$ cat config.mk
export PLATFORM = sky130hd
export DESIGN_NAME = mgmt_mdio_master
export DESIGN_NICKNAME = d
export VERILOG_FILES = /design/src/rtl/mdio_pkg.sv /design/src/rtl/mdio_clkgen.sv /design/src/rtl/mdio_sync.sv /design/src/rtl/mdio_frame.sv /design/src/rtl/mdio_regs.sv /design/src/rtl/mgmt_mdio_master.sv
export SDC_FILE = /design/constraint.sdc
export NUM_CORES = 1
export LEC_CHECK = 0
export BUFFER_PORTS_ARGS = -buffer_cell sky130_fd_sc_hd__buf_4
export CAP_MARGIN = 20
export CORE_ASPECT_RATIO = 1.4
export CORE_UTILIZATION = 35
export DETAILED_ROUTE_END_ITERATION = 10
export HOLD_SLACK_MARGIN = 0.03
export SETUP_SLACK_MARGIN = 0.2
export SKIP_LAST_GASP = 1
export SYNTH_ARGS = -nofsm -noshare
export SYNTH_HDL_FRONTEND = slang
export SYNTH_HIERARCHICAL = 1
export SYNTH_SLANG_ARGS = --single-unit
$ cat constraint.sdc
create_clock -name clk -period 4.5 [get_ports clk]
set_clock_uncertainty 0.05 [all_clocks]
set_input_delay 0.675 -clock clk [delete_from_list [all_inputs] [get_ports clk]]
set_output_delay 0.675 -clock clk [all_outputs]
set_load 0.1 [all_outputs]
$ cat src/rtl/mdio_pkg.sv
package mdio_pkg;
  localparam int DATA_W = 16;
  localparam int FIELD_W = 5;
  localparam int CR_W = 3;
  localparam int HALF_W = 7;

  typedef struct packed {
    logic [FIELD_W-1:0] phy;
    logic [FIELD_W-1:0] regn;
    logic [CR_W-1:0]    cr;
    logic               wr;
  } mdio_cmd_t;

  // Half of the MDC period, in system clocks, for a clock-range code.
  function automatic logic [HALF_W-1:0] half_period(input logic [CR_W-1:0] code);
    case (code)
      3'd0:    half_period = 7'd21;
      3'd1:    half_period = 7'd31;
      3'd2:    half_period = 7'd8;
      3'd3:    half_period = 7'd13;
      3'd4:    half_period = 7'd51;
      default: half_period = 7'd62;
    endcase
  endfunction
endpackage

$ cat src/rtl/mdio_clkgen.sv
module mdio_clkgen #(
  parameter int HALF_W = 7
) (
  input  logic              clk,
  input  logic              rst_n,
  input  logic              en,
  input  logic [HALF_W-1:0] half,
  output logic              mdc,
  output logic              rise_tick,
  output logic              fall_tick
);
  localparam logic [HALF_W-1:0] ONE = HALF_W'(1);

  logic [HALF_W-1:0] cnt;
  logic              mdc_q;
  logic              last;

  assign last      = (cnt == half - ONE);
  assign rise_tick = en & last & ~mdc_q;
  assign fall_tick = en & last & mdc_q;
  assign mdc       = mdc_q;

  always_ff @(posedge clk) begin
    if (!rst_n || !en) begin
      cnt   <= '0;
      mdc_q <= 1'b0;
    end else if (last) begin
      cnt   <= '0;
      mdc_q <= ~mdc_q;
    end else begin
      cnt   <= cnt + ONE;
    end
  end
endmodule

$ cat src/rtl/mdio_sync.sv
module mdio_sync #(
  parameter int STAGES = 2
) (
  input  logic clk,
  input  logic rst_n,
  input  logic d,
  output logic q
);
  generate
    if (STAGES == 0) begin : g_pass
      assign q = d;
    end else if (STAGES == 1) begin : g_one
      logic ff;
      always_ff @(posedge clk) begin
        if (!rst_n) ff <= 1'b1;
        else        ff <= d;
      end
      assign q = ff;
    end else begin : g_chain
      logic [STAGES-1:0] ff;
      always_ff @(posedge clk) begin
        if (!rst_n) ff <= '1;
        else        ff <= {ff[STAGES-2:0], d};
      end
      assign q = ff[STAGES-1];
    end
  endgenerate
endmodule

$ cat src/rtl/mdio_frame.sv
module mdio_frame
  import mdio_pkg::*;
#(
  parameter int PRE_LEN = 32,
  parameter int FRAME_W = PRE_LEN + 32,
  parameter int IDX_W   = $clog2(FRAME_W)
) (
  input  logic              clk,
  input  logic              rst_n,
  input  logic              start,
  input  mdio_cmd_t         cmd_in,
  input  logic [DATA_W-1:0] wr_data,
  input  logic              mdio_in,
  input  logic              rise_tick,
  input  logic              fall_tick,
  output logic              run,
  output logic              done,
  output logic              mdio_o,
  output logic              mdio_oe,
  output logic [DATA_W-1:0] rd_data,
  output logic [IDX_W-1:0]  bit_idx
);
  localparam logic [IDX_W-1:0] LAST     = IDX_W'(FRAME_W - 1);
  localparam logic [IDX_W-1:0] TA_POS   = IDX_W'(PRE_LEN + 14);
  localparam logic [IDX_W-1:0] DATA_POS = IDX_W'(PRE_LEN + 16);

  logic [FRAME_W-1:0] sh;
  logic [IDX_W-1:0]   idx;
  logic               run_q;
  logic               wr_q;
  logic [DATA_W-1:0]  cap;

  assign run     = run_q;
  assign done    = run_q & fall_tick & (idx == LAST);
  assign mdio_o  = sh[FRAME_W-1];
  assign mdio_oe = run_q & (wr_q | (idx < TA_POS));
  assign rd_data = cap;
  assign bit_idx = idx;

  always_ff @(posedge clk) begin
    if (!rst_n) begin
      run_q <= 1'b0;
      wr_q  <= 1'b0;
      idx   <= '0;
      sh    <= '0;
      cap   <= '0;
    end else if (start) begin
      run_q <= 1'b1;
      wr_q  <= cmd_in.wr;
      idx   <= '0;
      cap   <= '0;
      sh    <= {{PRE_LEN{1'b1}}, 2'b01, (cmd_in.wr ? 2'b01 : 2'b10),
                cmd_in.phy, cmd_in.regn, 2'b10, wr_data};
    end else if (run_q) begin
      if (rise_tick && !wr_q && idx >= DATA_POS)
        cap <= {cap[DATA_W-2:0], mdio_in};
      if (fall_tick) begin
        if (idx == LAST) begin
          run_q <= 1'b0;
        end else begin
          idx <= idx + IDX_W'(1);
          sh  <= sh << 1;
        end
      end
    end
  end
endmodule

$ cat src/rtl/mdio_regs.sv
module mdio_regs
  import mdio_pkg::*;
(
  input  logic              clk,
  input  logic              rst_n,
  input  logic              reg_we,
  input  logic              reg_addr,
  input  logic [31:0]       reg_wdata,
  input  logic              busy,
  input  logic              done,
  input  logic [DATA_W-1:0] rd_data,
  output logic [31:0]       reg_rdata,
  output logic              start,
  output mdio_cmd_t         cmd_new,
  output mdio_cmd_t         cmd_q,
  output logic [DATA_W-1:0] data_q,
  output logic [31:0]       cmd_word
);
  logic cmd_wr_ok;
  logic data_wr_ok;

  assign cmd_wr_ok  = reg_we & ~reg_addr & ~busy;
  assign data_wr_ok = reg_we &  reg_addr & ~busy;
  assign start      = cmd_wr_ok & reg_wdata[0];

  assign cmd_new.phy  = reg_wdata[15:11];
  assign cmd_new.regn = reg_wdata[10:6];
  assign cmd_new.cr   = reg_wdata[4:2];
  assign cmd_new.wr   = reg_wdata[1];

  assign cmd_word  = {16'b0, cmd_q.phy, cmd_q.regn, 1'b0, cmd_q.cr, cmd_q.wr, busy};
  assign reg_rdata = reg_addr ? {{(32-DATA_W){1'b0}}, data_q} : cmd_word;

  always_ff @(posedge clk) begin
    if (!rst_n) begin
      cmd_q  <= '0;
      data_q <= '0;
    end else begin
      if (cmd_wr_ok)
        cmd_q <= cmd_new;
      if (data_wr_ok)
        data_q <= reg_wdata[DATA_W-1:0];
      else if (done && !cmd_q.wr)
        data_q <= rd_data;
    end
  end
endmodule

$ cat src/rtl/mgmt_mdio_master.sv
module mgmt_mdio_master
  import mdio_pkg::*;
#(
  parameter int PRE_LEN     = 32,
  parameter int SYNC_STAGES = 2
) (
  input  logic        clk,
  input  logic        rst_n,
  input  logic        reg_we,
  input  logic        reg_addr,
  input  logic [31:0] reg_wdata,
  output logic [31:0] reg_rdata,
  output logic        busy,
  output logic        mdc,
  output logic        mdio_o,
  output logic        mdio_oe,
  input  logic        mdio_i
);
  localparam int FRAME_W     = PRE_LEN + 32;
  localparam int FRAME_IDX_W = $clog2(FRAME_W);
  localparam int TA_POS      = PRE_LEN + 14;

  mdio_cmd_t               cmd_new;
  mdio_cmd_t               cmd_q;
  logic [DATA_W-1:0]       data_q;
  logic [DATA_W-1:0]       rd_data;
  logic [31:0]             cmd_word;
  logic [FRAME_IDX_W-1:0]  frame_idx;
  logic                    start;
  logic                    done;
  logic                    run;
  logic                    rise_tick;
  logic                    fall_tick;
  logic                    mdio_in_s;

  assign busy = run;

  mdio_regs u_regs (
    .clk       (clk),
    .rst_n     (rst_n),
    .reg_we    (reg_we),
    .reg_addr  (reg_addr),
    .reg_wdata (reg_wdata),
    .busy      (run),
    .done      (done),
    .rd_data   (rd_data),
    .reg_rdata (reg_rdata),
    .start     (start),
    .cmd_new   (cmd_new),
    .cmd_q     (cmd_q),
    .data_q    (data_q),
    .cmd_word  (cmd_word)
  );

  mdio_clkgen #(.HALF_W(HALF_W)) u_clkgen (
    .clk       (clk),
    .rst_n     (rst_n),
    .en        (run),
    .half      (half_period(cmd_q.cr)),
    .mdc       (mdc),
    .rise_tick (rise_tick),
    .fall_tick (fall_tick)
  );

  mdio_sync #(.STAGES(SYNC_STAGES)) u_sync (
    .clk   (clk),
    .rst_n (rst_n),
    .d     (mdio_i),
    .q     (mdio_in_s)
  );

  mdio_frame #(.PRE_LEN(PRE_LEN)) u_frame (
    .clk       (clk),
    .rst_n     (rst_n),
    .start     (start),
    .cmd_in    (cmd_new),
    .wr_data   (data_q),
    .mdio_in   (mdio_in_s),
    .rise_tick (rise_tick),
    .fall_tick (fall_tick),
    .run       (run),
    .done      (done),
    .mdio_o    (mdio_o),
    .mdio_oe   (mdio_oe),
    .rd_data   (rd_data),
    .bit_idx   (frame_idx)
  );
endmodule

==> results of run 1 <==
## cell usage in the layout, fill, tap and decap left out, types with 5 or more instances in the layout
| master | n |
|---|---|
| sky130_fd_sc_hd__a21boi_0 | 5 |
| sky130_fd_sc_hd__a21boi_1 | 10 |
| sky130_fd_sc_hd__a21oi_1 | 81 |
| sky130_fd_sc_hd__a311o_1 | 34 |
| sky130_fd_sc_hd__a31oi_1 | 17 |
| sky130_fd_sc_hd__buf_4 | 54 |
| sky130_fd_sc_hd__clkbuf_16 | 17 |
| sky130_fd_sc_hd__conb_1 | 17 |
| sky130_fd_sc_hd__dfxtp_1 | 126 |
| sky130_fd_sc_hd__inv_1 | 10 |
| sky130_fd_sc_hd__inv_8 | 6 |
| sky130_fd_sc_hd__mux2_2 | 15 |
| sky130_fd_sc_hd__mux2i_1 | 5 |
| sky130_fd_sc_hd__nand2_1 | 75 |
| sky130_fd_sc_hd__nand2b_1 | 31 |
| sky130_fd_sc_hd__nand3_1 | 50 |
| sky130_fd_sc_hd__nand4_1 | 63 |
| sky130_fd_sc_hd__nor2_1 | 10 |
| sky130_fd_sc_hd__o21ai_0 | 35 |
| sky130_fd_sc_hd__o2bb2ai_1 | 27 |
| sky130_fd_sc_hd__o311a_1 | 27 |
| sky130_fd_sc_hd__xnor2_1 | 9 |
## metal layers
| metal | GRT usage | vias up |
|---|---|---|
| li1 | - | 2925 |
| met1 | 0.229 | 2945 |
| met2 | 0.274 | 128 |
| met3 | 0.0346 | 12 |
| met4 | 0.0511 | 0 |
| met5 | 0 | - |
## metrics by stage
step	std cells	hold slack, ps	instance area [um2]
detailed placement	1000	362	6930
finish	1035	363	7570
floorplan	826	336	6850
global route	1035	392	7570
global placement	1000	355	6930
CTS	1032	374	7520
## power breakdown
part / internal (mW) / switching, mW / leakage [nW] / total, mW
combinational: 0.100 / 0.243 / 1.42 / 0.343
clock: 0.791 / 0.591 / 0.287 / 1.38
sequential: 1.18 / 0.0334 / 1.05 / 1.22
## how the worst min path moves through the flow
stage	cells after the start	endpoint	start	slack, ps
3_3_place_gp	1	u_sync/g_chain.ff[1]$_SDFF_PN1_	u_sync/g_chain.ff[0]$_SDFF_PN1_	360
3_5_place_dp	1	u_sync/g_chain.ff[1]$_SDFF_PN1_	u_sync/g_chain.ff[0]$_SDFF_PN1_	360
4_1_cts	1	u_sync/g_chain.ff[1]$_SDFF_PN1_	u_sync/g_chain.ff[0]$_SDFF_PN1_	370
6_report	1	u_sync/g_chain.ff[1]$_SDFF_PN1_	u_sync/g_chain.ff[0]$_SDFF_PN1_	360
2_1_floorplan	1	u_sync/g_chain.ff[1]$_SDFF_PN1_	u_sync/g_chain.ff[0]$_SDFF_PN1_	340
5_1_grt	2	u_sync/g_chain.ff[0]$_SDFF_PN1_	mdio_i	390
## flip-flops by register name, summed over array words and instances, names as in the netlist
name / cells
u_regs/data_q: 16
u_regs/cmd_q: 14
u_sync/g_chain.ff: 2
u_clkgen/cnt: 7
u_clkgen/mdc: 1
u_frame/sh: 64
u_frame/wr_q: 1
u_frame/rd_data: 16
u_frame/bit_idx: 6
u_frame/run: 1
## worst max-delay path, cell delays in order (launching register included)
cell	delay [ps]
sky130_fd_sc_hd__dfxtp_1	510
sky130_fd_sc_hd__mux2i_1	220
sky130_fd_sc_hd__inv_1	100
sky130_fd_sc_hd__ha_1	250
sky130_fd_sc_hd__or3b_1	390
sky130_fd_sc_hd__or4_1	480
sky130_fd_sc_hd__a222oi_1	240
sky130_fd_sc_hd__buf_4	190
sky130_fd_sc_hd__nand3_1	130
sky130_fd_sc_hd__nor2_4	210
sky130_fd_sc_hd__nand2_1	90
sky130_fd_sc_hd__buf_4	290
sky130_fd_sc_hd__a21oi_1	410
sky130_fd_sc_hd__mux2i_1	230
## timing repair
action                                  CTS  global route
hold endpoints to repair                  0             0
resized for setup                         0             1
hold buffers                              0             0
buffers inserted                          0             1
endpoints found under the setup margin    0            20
## layout make-up
class | count | area, um2
timing repair buffer | 57 | 464
tap | 244 | 305
clock inverter | 15 | 165
sequential | 128 | 2560
inverter | 10 | 37.5
multi-input combinational | 564 | 3610
fill | 1944 | 11300
clock buffer | 17 | 425
==> qor.tcl, run 1 <==
set qor(run_status) {complete, no violations}
set qor(finalWirelength_mm) 16.9
set qor(post_drt_via_cell_ratio) 5.81
set qor(drv_slew) 0
set qor(max-clock-path-buffers) 2
set qor(die_height_um) 167
set qor(power.density_nw_per_um2) 388
set qor(cp.arrival_ps) 4160
set qor(clk_root_buffer_cell) {sky130_fd_sc_hd__clkbuf_16}
set qor(worst_ir_drop_on_vdd_uv) 249
set qor(worst-slew-pin-transition_ps) 871
set qor(die_x_um) 120
set qor(slew-limit-headroom) 0.420
set qor(syn_inst) 811
set qor(fin_nets) 818
set qor(fin_ws_ps) 625
set qor(hold_path.class) {reg2reg}
set qor(port_buffers) 40
set qor(final_antenna_net_count) 0
set qor(final.period_utilization) 0.861
set qor(max_clock_freq_mhz) 258
set qor(timing_hold_violations_final) 0
set qor(synth.yosys.warnings) 6
set qor(timing.critical_path.from_type) {flop}
set qor(finalSetupViolCount) 0
set qor(critical_path_class) {reg2reg}
set qor(track_usage) 0.171
set qor(n_antenna_cell) 0
set qor(regToRegEndpoint) {u_frame/bit_idx[1]$_SDFFE_PP0P_}
set qor(grt_setup_unrepaired) {false}
set qor(period_minus_slack_ps) 3880
set qor(r2r_start) {u_regs/cmd_q[3]$_SDFFE_PN0P_}
set qor(grt_start_max_net_pins) 82
set qor(power.static_leakage_nw) 2.76
set qor(syn_avg_cell_area_um2) 8.37
set qor(setup.worst_path.end_class) {flop}
set qor(met3WireLength_um) 593
set qor(reg2regPathDepth) 13
set qor(worstSkewPairLatency_ps) 420
set qor(floorplan.die_area_um2) 20000
set qor(cp-endpoint) {u_frame/bit_idx[1]$_SDFFE_PP0P_}
set qor(synthToLayoutAreaGrowth_pct) 11.5
set qor(row_count) 59
set qor(grt_overflow_total) 0
set qor(wl_met1_mm) 8.11
set qor(cts.sinks) 128
set qor(final_core_util) 0.402
set qor(critical_path.max_fanout) 29
set qor(drv_cap) 0
set qor(routed-wl-met2_mm) 8.04
set qor(tritoncts) {built}
set qor(timing.setup.tns_ps) 0
set qor(routabilityCongestion) 0.726
set qor(syn_area_um2) 6790
set qor(start_util) 0.361
set qor(route.detailed.drc) 0
set qor(total_power_mw) 2.94
set qor(cts-buffers-inserted) 17
set qor(register_to_register_setup_slack_ps) 620
set qor(initial_drc_count) 541
set qor(hpwl_mm) 9.69
set qor(h_tree_depth) 4
set qor(dr.max_layer_used) {met4}
set qor(grt_antenna_before_repair) 0
set qor(io_pins) 73
set qor(core_um2) 18800
set qor(dp_worst_setup_slack_ps) 275
set qor(clk_pin_slew_ps) 60
set qor(grt_pass1_vias) 5534
set qor(final_layout_size_suffix_gt1_frac) 0.147
set qor(avgRoutedWirePerCell_um) 16.3
set qor(critPathLaunch) {u_regs/cmd_q[3]$_SDFFE_PN0P_}
set qor(required_time_at_the_endpoint_of_the_critical_path_ps) 4790
set qor(firstDrtPassIters) 5
set qor(via_count) 6010
set qor(wire_length_of_the_first_global_routing_pass_mm) 28.1
Power figures use the tool's default switching activity.
==> run 2, diff against run 1 <==
--- a/config.mk
+++ b/config.mk
@@ -10,6 +10,7 @@
 export CORE_ASPECT_RATIO = 1.4
 export CORE_UTILIZATION = 35
 export DETAILED_ROUTE_END_ITERATION = 10
+export GPL_TIMING_DRIVEN = 0
 export HOLD_SLACK_MARGIN = 0.03
 export SETUP_SLACK_MARGIN = 0.2
 export SKIP_LAST_GASP = 1
==> run 2 against run 1 <==
Wire length grew 12%. Total power is 1.6% higher. Critical path depth grew 3. Largest cell class unchanged. Highest routed layer unchanged.
==> qor.tcl, run 2 (synthesis results as in run 1) <==
set qor(run_status) {complete, no violations}
set qor(floorplan.die_area_um2) 20000
set qor(finalWirelength_mm) 19.0
set qor(row_count) 59
set qor(cts-buffers-inserted) 17
set qor(grt_antenna_before_repair) 0
set qor(io_pins) 73
set qor(wire_length_of_the_first_global_routing_pass_mm) 31.2
set qor(max_clock_freq_mhz) 247
set qor(core_um2) 18800
set qor(power.static_leakage_nw) 3.04
set qor(required_time_at_the_endpoint_of_the_critical_path_ps) 4790
set qor(max-clock-path-buffers) 2
set qor(start_util) 0.361
set qor(p_switching_uw) 853
set qor(track_usage) 0.194
set qor(critical_path.max_fanout) 10
set qor(port_buffers) 39
set qor(die_height_um) 167
set qor(seq_power_share) 0.408
set qor(place.detailed.instances) 1109
set qor(timing.critical_path.slowest_stage_cell) {sky130_fd_sc_hd__or4_1}
set qor(drv_cap) 0
set qor(cp.arrival_ps) 4340
set qor(worst-slew-pin-transition_ps) 589
set qor(via_count) 6329
set qor(worst_ir_drop_on_vdd_uv) 247
set qor(synthToLayoutAreaGrowth_pct) 19.1
set qor(setup.worst_path.end_class) {flop}
set qor(intPower_mw) 2.13
set qor(tritoncts) {built}
set qor(power.switching_fraction) 0.286
set qor(period_minus_slack_ps) 4040
set qor(drv_slew) 0
set qor(hpwl_mm) 13.8
set qor(timing.critical_path.cells) {nand2b_1, a21o_1, or4_1, or3b_1, a222oi_1, buf_4, nand3_1, nor2_4, buf_4, and2_1, and3_1, nor2b_1, clkbuf_4, buf_4, nand2_1, a31oi_1}
set qor(die_x_um) 120
set qor(post_drt_via_cell_ratio) 5.53
set qor(cp_top_family) {simple AND/OR/NAND/NOR gates}
set qor(timing.critical_path.mode_cell) {sky130_fd_sc_hd__buf_4}
set qor(finalSetupViolCount) 0
set qor(grt_overflow_total) 0
set qor(power.density_nw_per_um2) 369
set qor(fin_nets) 927
set qor(grt_pass1_vias) 6089
set qor(clock_power_share) 0.467
set qor(final_core_util) 0.430
set qor(max_flop_register) {u_frame/sh}
set qor(number_of_flip_flops_under_the_largest_register_name) 64
set qor(num-fill-cells) 1938
set qor(combinational_power_share) 0.125
set qor(initial_drc_count) 441
set qor(final_common_cell) {sky130_fd_sc_hd__dfxtp_1}
set qor(cts.sinks) 128
set qor(routabilityCongestion) 0.815
set qor(critPathMaxStageDelay_ps) 510
set qor(layoutNonFillerInstCount) 1144
set qor(timing.critical_path.from_type) {flop}
set qor(route.detailed.drc) 0
set qor(most-common-layout-cells) {sky130_fd_sc_hd__dfxtp_1, sky130_fd_sc_hd__a21oi_1, sky130_fd_sc_hd__nand2_1}
set qor(hold_path.class) {reg2reg}
set qor(n_antenna_cell) 0
set qor(timing_hold_violations_final) 0
set qor(critical_path_class) {reg2reg}
set qor(firstDrtPassIters) 5
set qor(h_tree_depth) 4
set qor(grt_setup_unrepaired) {false}
set qor(clk_pin_slew_ps) 60
set qor(worstPathBufferInverterCount) 4
set qor(grt_start_max_net_pins) 17
set qor(clk_root_buffer_cell) {sky130_fd_sc_hd__clkbuf_16}
set qor(final_layout_size_suffix_gt1_frac) 0.177
set qor(slew-limit-headroom) 0.607
set qor(final_antenna_net_count) 0
set qor(avgRoutedWirePerCell_um) 16.6
set qor(worstSkewPairLatency_ps) 420
set qor(final.period_utilization) 0.898
-- run 2: changes by cell type in the layout (fill, tap and decap cells not counted), sizes merged --
| cell | previous run | this run |
|---|---|---|
| clkinv | 2 | 3 |
| bufinv | 1 | 2 |
| buf | 57 | 102 |
| inv | 20 | 18 |
| clkbuf | 17 | 81 |
-- run 2: metal layers --
metal | track usage | share of wire | up-vias | wire length, um
met5 | 0 | 0 | - | 0
met4 | 0.0701 | 0.017 | 0 | 323
met3 | 0.0390 | 0.039 | 21 | 741
met2 | 0.350 | 0.52 | 157 | 9820
met1 | 0.224 | 0.43 | 2997 | 8070
li1 | - | - | 3154 | -
-- run 2: final cells by class --
| cell class | instances | area [um2] | area share |
|---|---|---|---|
| buffer | 124 | 659 | 0.0815 |
| clock inverter | 15 | 171 | 0.0212 |
| multi-input combinational | 564 | 3610 | 0.446 |
| clock buffer | 17 | 425 | 0.0526 |
| tap | 244 | 305 | 0.0377 |
| timing repair buffer | 42 | 315 | 0.0390 |
| sequential | 128 | 2570 | 0.317 |
| inverter | 10 | 37.5 | 0.00464 |
-- run 2: power by group through the flow --
stage | clock network [mW] | logic, mW | registers, mW
2_1_floorplan | 0 | 0.294 | 1.24
5_1_grt | 1.47 | 0.399 | 1.22
4_1_cts | 1.43 | 0.375 | 1.22
3_3_place_gp | 0 | 0.373 | 1.24
3_5_place_dp | 0 | 0.374 | 1.24
6_report | 1.40 | 0.375 | 1.22
-- run 2: final timing paths --
path / startpoint / to / slack [ps] / depth (start not counted)
max: u_regs/cmd_q[3]$_SDFFE_PN0P_ / u_regs/data_q[5]$_SDFFE_PN0P_ / 460 / 16
min: u_sync/g_chain.ff[0]$_SDFF_PN1_ / u_sync/g_chain.ff[1]$_SDFF_PN1_ / 360 / 1
max reg2reg: u_regs/cmd_q[3]$_SDFFE_PN0P_ / u_regs/data_q[5]$_SDFFE_PN0P_ / 460 / 16
min reg2reg: u_sync/g_chain.ff[0]$_SDFF_PN1_ / u_sync/g_chain.ff[1]$_SDFF_PN1_ / 360 / 1
-- run 2: what timing repair did --
action / in CTS / in global routing
hold endpoints to repair: 0 / 0
gates resized for setup: 5 / 8
pin swaps: 1 / 1
buffers inserted: 2 / 1
endpoints found under the setup margin: 39 / 15
hold buffers: 0 / 0
-- run 2: per-stage QoR --
| step | power, mW | worst slack, ps | instance area, um2 | hold slack [ps] | TNS [ps] |
|---|---|---|---|---|---|
| final | 2.99 | 459 | 8090 | 357 | 0 |
| after global routing | 3.10 | 237 | 8090 | 380 | 0 |
| after CTS | 3.02 | 260 | 8070 | 360 | 0 |
| after detailed placement | 1.62 | -492 | 7450 | 346 | -6010 |
| after global placement | 1.61 | -443 | 7450 | 346 | -5190 |
| after floorplan | 1.53 | 604 | 6850 | 336 | 0 |
==> run 3, diff against run 2 <==
--- a/config.mk
+++ b/config.mk
@@ -12,6 +12,7 @@
 export DETAILED_ROUTE_END_ITERATION = 10
 export GPL_TIMING_DRIVEN = 0
 export HOLD_SLACK_MARGIN = 0.03
+export RECOVER_POWER = 25
 export SETUP_SLACK_MARGIN = 0.2
 export SKIP_LAST_GASP = 1
 export SYNTH_ARGS = -nofsm -noshare
==> run 3 against run 2 <==
Largest cell class unchanged. Critical path type unchanged. Via count is 0.14% lower. Sequential power hardly changed. Wire length about the same. Global-route usage unchanged. Sequential cell count is the same. Non-clock buffer count stayed put. Largest power group unchanged.
==> qor.tcl, run 3 (synthesis results as in run 1) <==
set qor(grt_util_met2) 0.350
set qor(max-clock-path-buffers) 2
set qor(firstDrtPassIters) 5
set qor(via_count) 6320
set qor(timing.setup.tns_ps) 0
set qor(setup.worst_path.end_class) {flop}
set qor(fin_nets) 927
set qor(power.static_leakage_nw) 2.94
set qor(io_pins) 73
set qor(period_minus_slack_ps) 4100
set qor(max_clock_freq_mhz) 244
set qor(cp.arrival_ps) 4390
set qor(critical_path_class) {reg2reg}
set qor(reg2regPathDepth) 18
set qor(synthToLayoutAreaGrowth_pct) 17.8
set qor(grt_overflow_total) 0
set qor(clk_root_buffer_cell) {sky130_fd_sc_hd__clkbuf_16}
set qor(timing.critical_path.cells) {inv_1, a21o_2, inv_1, ha_2, or3b_1, or4_1, a222oi_1, buf_4, nand3_1, nor2_4, buf_4, and2_1, and3_1, nor2b_1, clkbuf_4, buf_4, nand2_1, a31oi_1}
set qor(layoutNonFillerInstCount) 1144
set qor(grtUsageMet1) 0.224
set qor(drv_cap) 0
set qor(final_antenna_net_count) 0
set qor(core_um2) 18800
set qor(global_route.usage.met3) 0.0390
set qor(wire_length_of_the_first_global_routing_pass_mm) 31.2
set qor(critical_path.max_fanout) 10
set qor(track_usage) 0.194
set qor(post_drt_via_cell_ratio) 5.52
set qor(run_status) {complete, no violations}
set qor(number_of_flip_flops_under_the_largest_register_name) 64
set qor(die_height_um) 167
set qor(routabilityCongestion) 0.815
set qor(worst_hold_path.num_cells) 1
set qor(clk_pin_slew_ps) 60
set qor(route.detailed.drc) 0
set qor(max_flop_register) {u_frame/sh}
set qor(grt_setup_unrepaired) {false}
set qor(row_count) 59
set qor(finalSetupViolCount) 0
set qor(timing_hold_violations_final) 0
set qor(power.density_nw_per_um2) 372
set qor(required_time_at_the_endpoint_of_the_critical_path_ps) 4790
set qor(timing.critical_path.from_type) {flop}
set qor(die_x_um) 120
set qor(avgRoutedWirePerCell_um) 16.6
set qor(initial_drc_count) 426
set qor(worstSkewPairLatency_ps) 420
set qor(finalWirelength_mm) 18.9
set qor(most-common-layout-cells) {sky130_fd_sc_hd__dfxtp_1, sky130_fd_sc_hd__clkbuf_1, sky130_fd_sc_hd__a21oi_1}
set qor(hpwl_mm) 13.8
set qor(grt_start_max_net_pins) 17
set qor(num-fill-cells) 1949
set qor(final_layout_size_suffix_gt1_frac) 0.150
set qor(slew-limit-headroom) 0.212
set qor(floorplan.die_area_um2) 20000
set qor(final.period_utilization) 0.910
set qor(worst_ir_drop_on_vdd_uv) 245
set qor(hold_path.class) {reg2reg}
set qor(port_buffers) 39
set qor(cts.sinks) 128
set qor(timing.critical_path.mode_cell) {sky130_fd_sc_hd__buf_4}
set qor(worst-slew-pin-transition_ps) 1190
set qor(place.detailed.instances) 1109
set qor(r2r_start) {u_regs/cmd_q[2]$_SDFFE_PN0P_}
set qor(n_antenna_cell) 0
set qor(regToRegEndpoint) {u_regs/data_q[2]$_SDFFE_PN0P_}
set qor(start_util) 0.361
set qor(final_common_cell) {sky130_fd_sc_hd__dfxtp_1}
set qor(register_to_register_setup_slack_ps) 400
set qor(grt-busiest-layer) {met2}
set qor(worstHoldEndpoint) {u_sync/g_chain.ff[1]$_SDFF_PN1_}
set qor(timing.critical_path.slowest_stage_cell) {sky130_fd_sc_hd__or4_1}
set qor(drv_slew) 0
set qor(h_tree_depth) 4
set qor(worstHoldStart) {u_sync/g_chain.ff[0]$_SDFF_PN1_}
set qor(grt_pass1_vias) 6089
set qor(critPathMaxStageDelay_ps) 470
set qor(grt_antenna_before_repair) 0
set qor(tritoncts) {built}
set qor(cts-buffers-inserted) 17
-- run 3: changes by cell type in the layout (fill, tap and decap cells not counted), sizes merged --
| cell | change |
|---|---|
| buf | -21 |
| clkbuf | +21 |
-- run 3: what timing repair did --
| item | 4_1_cts | 5_1_grt |
|---|---|---|
| setup buffers | 2 | 1 |
| resized for setup | 5 | 8 |
| endpoints found under the hold margin | 0 | 0 |
| setup endpoints to repair | 39 | 15 |
| pin swaps | 1 | 1 |
| hold buffers | 0 | 0 |
-- run 3: layout make-up --
type,instances,area [um2],area share
clock inverters,15,171,0.0214
repair buffers,42,244,0.0305
inverters,10,37.5,0.00469
flip-flops and latches,128,2560,0.321
plain buffers,124,657,0.0821
clock buffers,17,425,0.0532
well taps,244,305,0.0382
multi-input cells,564,3600,0.449
-- run 3: stage by stage --
stage          utilization  hold slack (ps)  setup slack (ps)  power [mW]  cell area [um2]
6_report             0.425              357               404        2.98             8000
5_1_grt              0.425              380               146        3.08             8000
3_3_place_gp         0.396              346              -443        1.61             7450
2_1_floorplan            -              336               604        1.53             6850
4_1_cts              0.429              360               260        3.02             8070
3_5_place_dp         0.396              346              -492        1.62             7450
-- run 3: how the worst max path moves through the flow --
stage | start | end | depth (start not counted)
after floorplan | u_regs/cmd_q[2]$_SDFFE_PN0P_ | u_regs/data_q[2]$_SDFFE_PN0P_ | 17
after global placement | u_regs/cmd_q[2]$_SDFFE_PN0P_ | u_regs/data_q[11]$_SDFFE_PN0P_ | 15
after detailed placement | u_regs/cmd_q[2]$_SDFFE_PN0P_ | u_regs/data_q[5]$_SDFFE_PN0P_ | 15
after CTS | u_regs/cmd_q[2]$_SDFFE_PN0P_ | u_regs/data_q[5]$_SDFFE_PN0P_ | 18
after global routing | u_regs/cmd_q[2]$_SDFFE_PN0P_ | u_regs/data_q[11]$_SDFFE_PN0P_ | 18
final | u_regs/cmd_q[2]$_SDFFE_PN0P_ | u_regs/data_q[2]$_SDFFE_PN0P_ | 18
-- run 3: routing by layer --
layer,wire (um),share of wire
met3,707,0.037
met4,289,0.015
met5,0,0
met2,9790,0.52
met1,8150,0.43
-- run 3: where the power goes --
part | switching [mW] | leakage, nW | internal [mW]
Clock | 0.563 | 0.287 | 0.831
Combinational | 0.253 | 1.61 | 0.110
Sequential | 0.0354 | 1.04 | 1.18
-- run 3: worst max-delay path, delay by kind of cell (launching register included) --
family,cells,cell delay (ps)
DFF,1,450
AOI/OAI and AO/OA,3,610
and+or+nand+nor,8,1800
buffers and inverters,6,890
adders and majority gates,1,210
